### src/rtl/trail_id_pkg.sv
package trail_id_pkg;
  localparam int MSG_LEN   = 16;
  localparam int SLOT_W    = $clog2(MSG_LEN);
  localparam int BYTE_W    = 8;
  localparam int ADDR_W    = 8;
  localparam logic [ADDR_W-1:0] BASE_ADDR = 8'h38;
  localparam logic [ADDR_W-1:0] LAST_ADDR = BASE_ADDR + ADDR_W'(MSG_LEN - 1);
  localparam int MARK_BIT  = BYTE_W - 1;

  typedef logic [SLOT_W-1:0] slot_t;
  typedef logic [BYTE_W-1:0] byte_t;
  typedef logic [ADDR_W-1:0] addr_t;

  // address lies inside the message window
  function automatic logic in_window(addr_t a);
    return (a >= BASE_ADDR) && (a <= LAST_ADDR);
  endfunction

  // slot number for an in-window address
  function automatic slot_t slot_of(addr_t a);
    addr_t d;
    d = a - BASE_ADDR;
    return d[SLOT_W-1:0];
  endfunction

  // next slot, wrapping at the super-frame length
  function automatic slot_t next_slot(slot_t s);
    slot_t r;
    if (int'(s) == MSG_LEN - 1) r = '0;
    else                        r = s + slot_t'(1);
    return r;
  endfunction

  // marker rule: only slot 0 carries the top bit set
  function automatic logic marker_ok(slot_t s, byte_t b);
    return (s == '0) ? b[MARK_BIT] : !b[MARK_BIT];
  endfunction
endpackage

### src/rtl/tid_regfile.sv
module tid_regfile
  import trail_id_pkg::*;
(
  input  logic                     clk,
  input  logic                     rst,
  input  addr_t                    host_addr,
  input  byte_t                    host_wdata,
  input  logic                     host_wr,
  input  logic                     host_rd,
  output byte_t                    host_rdata,
  output logic [MSG_LEN*BYTE_W-1:0] msg_flat,
  output logic                     wr_hit,
  output logic                     bad_marker_wr
);
  logic  hit;
  slot_t wslot;
  byte_t rd_mux;
  byte_t rdata_q;
  byte_t slot_q [MSG_LEN];

  always_comb begin
    hit           = in_window(host_addr);
    wslot         = slot_of(host_addr);
    wr_hit        = host_wr && hit;
    bad_marker_wr = wr_hit && !marker_ok(wslot, host_wdata);
    rd_mux        = hit ? slot_q[wslot] : '0;
  end

  for (genvar g = 0; g < MSG_LEN; g++) begin : g_slot
    logic we;
    assign we = wr_hit && (wslot == slot_t'(g));
    always_ff @(posedge clk) begin
      if (rst)     slot_q[g] <= '0;
      else if (we) slot_q[g] <= host_wdata;
    end
    assign msg_flat[g*BYTE_W +: BYTE_W] = slot_q[g];
  end

  always_ff @(posedge clk) begin
    if (rst)          rdata_q <= '0;
    else if (host_rd) rdata_q <= rd_mux;
    else              rdata_q <= '0;
  end

  assign host_rdata = rdata_q;
endmodule

### src/rtl/tid_sequencer.sv
module tid_sequencer
  import trail_id_pkg::*;
(
  input  logic                      clk,
  input  logic                      rst,
  input  logic                      frame_start,
  input  logic [MSG_LEN*BYTE_W-1:0] msg_flat,
  output byte_t                     tr_byte,
  output slot_t                     tr_index,
  output slot_t                     seq_ptr,
  output logic                      frame_take
);
  slot_t ptr_q;
  byte_t byte_q;
  slot_t idx_q;
  byte_t sel_byte;

  always_comb begin
    sel_byte   = msg_flat[int'(ptr_q)*BYTE_W +: BYTE_W];
    frame_take = frame_start;
  end

  always_ff @(posedge clk) begin
    if (rst) begin
      ptr_q  <= '0;
      byte_q <= '0;
      idx_q  <= '0;
    end else if (frame_take) begin
      byte_q <= sel_byte;
      idx_q  <= ptr_q;
      ptr_q  <= next_slot(ptr_q);
    end
  end

  assign tr_byte  = byte_q;
  assign tr_index = idx_q;
  assign seq_ptr  = ptr_q;
endmodule

### src/rtl/tid_marker_flag.sv
module tid_marker_flag (
  input  logic clk,
  input  logic rst,
  input  logic set_evt,
  input  logic clr_evt,
  output logic flag
);
  logic flag_q;

  always_ff @(posedge clk) begin
    if (rst)          flag_q <= 1'b0;
    else if (set_evt) flag_q <= 1'b1;
    else if (clr_evt) flag_q <= 1'b0;
  end

  assign flag = flag_q;
endmodule

### src/rtl/trail_id_sequencer.sv
module trail_id_sequencer
  import trail_id_pkg::*;
(
  input  logic       clk,
  input  logic       rst,
  input  logic [7:0] host_addr,
  input  logic [7:0] host_wdata,
  input  logic       host_wr,
  input  logic       host_rd,
  output logic [7:0] host_rdata,
  input  logic       frame_start,
  output logic [7:0] tr_byte,
  output logic [3:0] tr_index,
  output logic       marker_err
);
  logic [MSG_LEN*BYTE_W-1:0] msg_flat;
  logic  wr_hit;
  logic  bad_marker_wr;
  slot_t seq_ptr;
  logic  frame_take;

  tid_regfile u_regs (
    .clk           (clk),
    .rst           (rst),
    .host_addr     (host_addr),
    .host_wdata    (host_wdata),
    .host_wr       (host_wr),
    .host_rd       (host_rd),
    .host_rdata    (host_rdata),
    .msg_flat      (msg_flat),
    .wr_hit        (wr_hit),
    .bad_marker_wr (bad_marker_wr)
  );

  tid_sequencer u_seq (
    .clk         (clk),
    .rst         (rst),
    .frame_start (frame_start),
    .msg_flat    (msg_flat),
    .tr_byte     (tr_byte),
    .tr_index    (tr_index),
    .seq_ptr     (seq_ptr),
    .frame_take  (frame_take)
  );

  tid_marker_flag u_flag (
    .clk     (clk),
    .rst     (rst),
    .set_evt (bad_marker_wr),
    .clr_evt (host_rd),
    .flag    (marker_err)
  );
endmodule

### config.mk
export PLATFORM = sky130hd
export DESIGN_NAME = trail_id_sequencer
export DESIGN_NICKNAME = d
export VERILOG_FILES = /design/src/rtl/trail_id_pkg.sv /design/src/rtl/tid_regfile.sv /design/src/rtl/tid_sequencer.sv /design/src/rtl/tid_marker_flag.sv /design/src/rtl/trail_id_sequencer.sv
export SDC_FILE = /design/constraint.sdc
export NUM_CORES = 1
export LEC_CHECK = 0
export BUFFER_PORTS_ARGS = -buffer_cell sky130_fd_sc_hd__buf_2
export CELL_PAD_IN_SITES_DETAIL_PLACEMENT = 0
export CELL_PAD_IN_SITES_GLOBAL_PLACEMENT = 1
export CORE_MARGIN = 8
export CORE_UTILIZATION = 35
export CTS_BUF_LIST = sky130_fd_sc_hd__clkbuf_8
export DETAILED_ROUTE_END_ITERATION = 10
export PLACE_DENSITY_LB_ADDON = 0.1
export SLEW_MARGIN = 30
export SYNTH_ARGS = -nofsm -noshare
export SYNTH_HDL_FRONTEND = slang
export SYNTH_SLANG_ARGS = --single-unit
### constraint.sdc
create_clock -name clk -period 1.7 [get_ports clk]
set_clock_uncertainty 0.05 [all_clocks]
set_input_delay 0.17 -clock clk [delete_from_list [all_inputs] [get_ports clk]]
set_output_delay 0.17 -clock clk [all_outputs]
set_load 0.02 [all_outputs]
==> results.sh <==
export IMPL_synth_top_family_by_area="multiplexers"
export IMPL_viasPerCell=5.26
export IMPL_drc=0
export IMPL_num_rows=55
export IMPL_outcome="completed"
export IMPL_reg2reg_depth=6
export IMPL_min_period_ns=1.67
export IMPL_hold_path_endpoint="u_seq.tr_byte[0]"
export IMPL_hp_class="in -> reg"
export IMPL_fin_nets=672
export IMPL_grt_pass1_wl_um=33500
export IMPL_synthAdderAreaFrac=0.00154
export IMPL_leakage_uw=0.00347
export IMPL_fillers=2120
export IMPL_coreArea_sq_um=22700
export IMPL_max_stage_delay_ns=0.33
export IMPL_layout_drive_gt1_share=0.377
export IMPL_pin_count=42
export IMPL_crit_arrival_ns=1.99
export IMPL_num_antenna_cells=0
export IMPL_synth_seq_cells=153
export IMPL_initial_core_util=0.358
export IMPL_worstSetupEndpointType="register"
export IMPL_finalPower_uw=7910
export IMPL_synth_cell_types=46
export IMPL_synth_flop_cell="edfxtp_1"
export IMPL_maxSlewViolCount=0
export IMPL_synth_top_area_frac=0.472
export IMPL_finalHoldViolations=0
export IMPL_synth_simple_gate_area_frac=0.166
export IMPL_p_per_area_nw_per_um2=822
export IMPL_critPathKind="reg -> reg"
export IMPL_design_area_sq_um=9620
export IMPL_antenna_found_initial=1
export IMPL_gp_congestion=0.813
export IMPL_synth_edf_count=128
export IMPL_crit_path_max_fanout=16
export IMPL_syn_inst=547
export IMPL_die_area_sq_um=28400
export IMPL_ys_seq_area_frac=0.534
export IMPL_dr_pass1_iters=5
export IMPL_yosys_area_share_xor_xnor=0.00215
export IMPL_period_share=0.983
export IMPL_synth_compound_area_frac=0.0630
export IMPL_port_buffers=41
export IMPL_routed_wl_um=22700
export IMPL_synth_area_top_cells="edfxtp_1 (47%), mux4_2 (12%), and2_1 (9.8%)"
export IMPL_tightest_slew_ns=0.619
export IMPL_cts_clk_slew_worst_paths_ns=0.08
export IMPL_hpwl_um=17200
export IMPL_vdd_drop_max_uv=358
export IMPL_cp_start_kind="register"
export IMPL_slew_headroom=0.586
export IMPL_ys_top_cells_by_count="and2_1 (128), edfxtp_1 (128), mux4_2 (43), mux2i_1 (29), dfxtp_1 (25)"
export IMPL_yosysWarnings=0
export IMPL_cts_root_buf="clkbuf_8"
export IMPL_reg2reg_from="u_seq.seq_ptr[1]"
export IMPL_dr_total_vias=4989
export IMPL_final_util=0.423
export IMPL_track_usage=0.162
export IMPL_muxShareOfSynthArea=0.200
export IMPL_gr_total_overflow=0
export IMPL_drv_cap=0
export IMPL_htreeDepth=4
export IMPL_grt_start_max_net_pins=19
export IMPL_area_growth_syn_to_layout_pct=18.2
export IMPL_cts_buffer_depth=2
export IMPL_hold_depth=2
export IMPL_grt_pass1_vias=5204
export IMPL_insertion_delay_ns=0.46
export IMPL_rsz0062_at_grt="yes"
export IMPL_crit_path_cell_trace="buf_12, nand3b_1, buf_4, o221ai_1, a21oi_1, a211oi_1"
export IMPL_ff2ff_setup_slack_ns=0.03
export IMPL_cts_made_buffers=17
export IMPL_post_place_ws_ns=-0.199
export IMPL_final_antenna_net_count=0
export IMPL_yosysTopAreaCell="edfxtp_1"
export IMPL_setup_violations=0
export IMPL_die_height_um=168
export IMPL_worst_r2r_endpoint="u_seq.tr_byte[1]"
export IMPL_hp_start="rst"
export IMPL_drt_initial_drc_count=429
export IMPL_syn_area_per_cell_sq_um=14.9
export IMPL_clock_sinks=153
export IMPL_fmaxAchievable_mhz=598
export IMPL_dpl_cell_area_sq_um=9190
export IMPL_cp_slowest_cell="dfxtp_1"
export IMPL_layout_setup_ws_ns=0.0281
export IMPL_die_w_um=168
export IMPL_critPathRequiredTime_ns=2.02
export IMPL_syn_nets=569
export IMPL_wl_per_cell_um=24.0
export IMPL_synthesis_area_sq_um=8140
export IMPL_async_flop_share=0
export IMPL_cts_tree="built"
export IMPL_crit_start="u_seq.seq_ptr[1]"
[final cells by class]
class                   instances  area (sq um)  share of cell area
clock buffers                  17           234              0.0243
clock inverters                15           105              0.0109
multi-input cells             353          3610               0.375
flip-flops and latches        153          4350               0.452
well taps                     285           357              0.0371
repair buffers                125           967               0.101
[layer usage]
metal  share of wire  vias to the layer above  global-route usage  wire (um)
met5               0                        -                   0          0
met4           0.011                        0              0.0474        256
met3           0.060                       15              0.0354       1370
met2            0.48                      130               0.263      10900
met1            0.45                     2523               0.216      10200
li1                -                     2321                   -          -
[state kept, by name, summed over array words and instances (netlist names)]
register           flops
u_flag.flag            1
u_seq.seq_ptr          4
u_seq.tr_index         4
u_regs.host_rdata      8
u_seq.tr_byte          8
u_regs.slot_q        128
[power breakdown]
part | switching (uW) | internal, uW | total [uW]
registers | 123 | 4230 | 4360
logic | 551 | 528 | 1080
clock network | 1460 | 1010 | 2470
[cells by family after synthesis]
logic type | Yosys count
compound gates | 69
xor+xnor | 2
fa+ha+maj | 1
buf+inv | 41
flops | 153
mux | 86
simple gates | 195
[critical path: cells and delay by family, from the launching register on]
family                 cells  cell delay, ns
AOI/OAI and AO/OA          3            0.56
buffers and inverters      2            0.36
DFF                        1            0.33
and+or+nand+nor            1            0.27
[cell usage in the layout, fill, tap and decap left out, types with 3 or more instances in the layout]
master / count
a211oi_1: 18
nor2b_1: 9
mux2i_1: 29
buf_12: 10
clkinvlp_4: 3
a21oi_2: 4
nor2_1: 16
inv_6: 3
clkinv_4: 4
dfxtp_1: 24
edfxtp_1: 128
o221ai_1: 5
nor2_4: 12
and2_1: 128
mux4_1: 13
a211oi_2: 6
a21oi_1: 5
a22oi_2: 4
buf_4: 72
o21bai_2: 4
buf_2: 41
mux4_2: 44
o21bai_1: 12
clkbuf_8: 17
a22oi_1: 3
nor2_2: 5
[stage by stage]
stage | hold slack (ns) | setup TNS, ns | cells
2_1_floorplan | 0.298 | -3.58 | 547
3_3_place_gp | 0.406 | -7.57 | 915
3_5_place_dp | 0.410 | -9.55 | 915
4_1_cts | 0.0647 | 0 | 948
5_1_grt | 0.0970 | -0.0825 | 948
6_report | 0.0937 | 0 | 948
[how the worst max path moves through the flow]
stage / end / slack (ns) / cells after the start
floorplan: u_regs.slot_q[10][0] / -0.04 / 3
finish: u_seq.tr_byte[1] / 0.03 / 6
detailed placement: u_regs.slot_q[8][6] / -0.20 / 5
CTS: u_seq.tr_byte[5] / 0.0004 / 4
global placement: u_regs.slot_q[8][7] / -0.23 / 5
global route: u_seq.tr_byte[5] / -0.03 / 6
[repair_timing]
item                                    4_1_cts  5_1_grt
endpoints found under the hold margin         1        0
setup buffers                                 0        0
pin swaps                                     0        2
hold buffers                                  1        0
endpoints found under the setup margin       10        7
gates resized for setup                      13        7
Note: power is estimated with default switching activity, not from simulation.
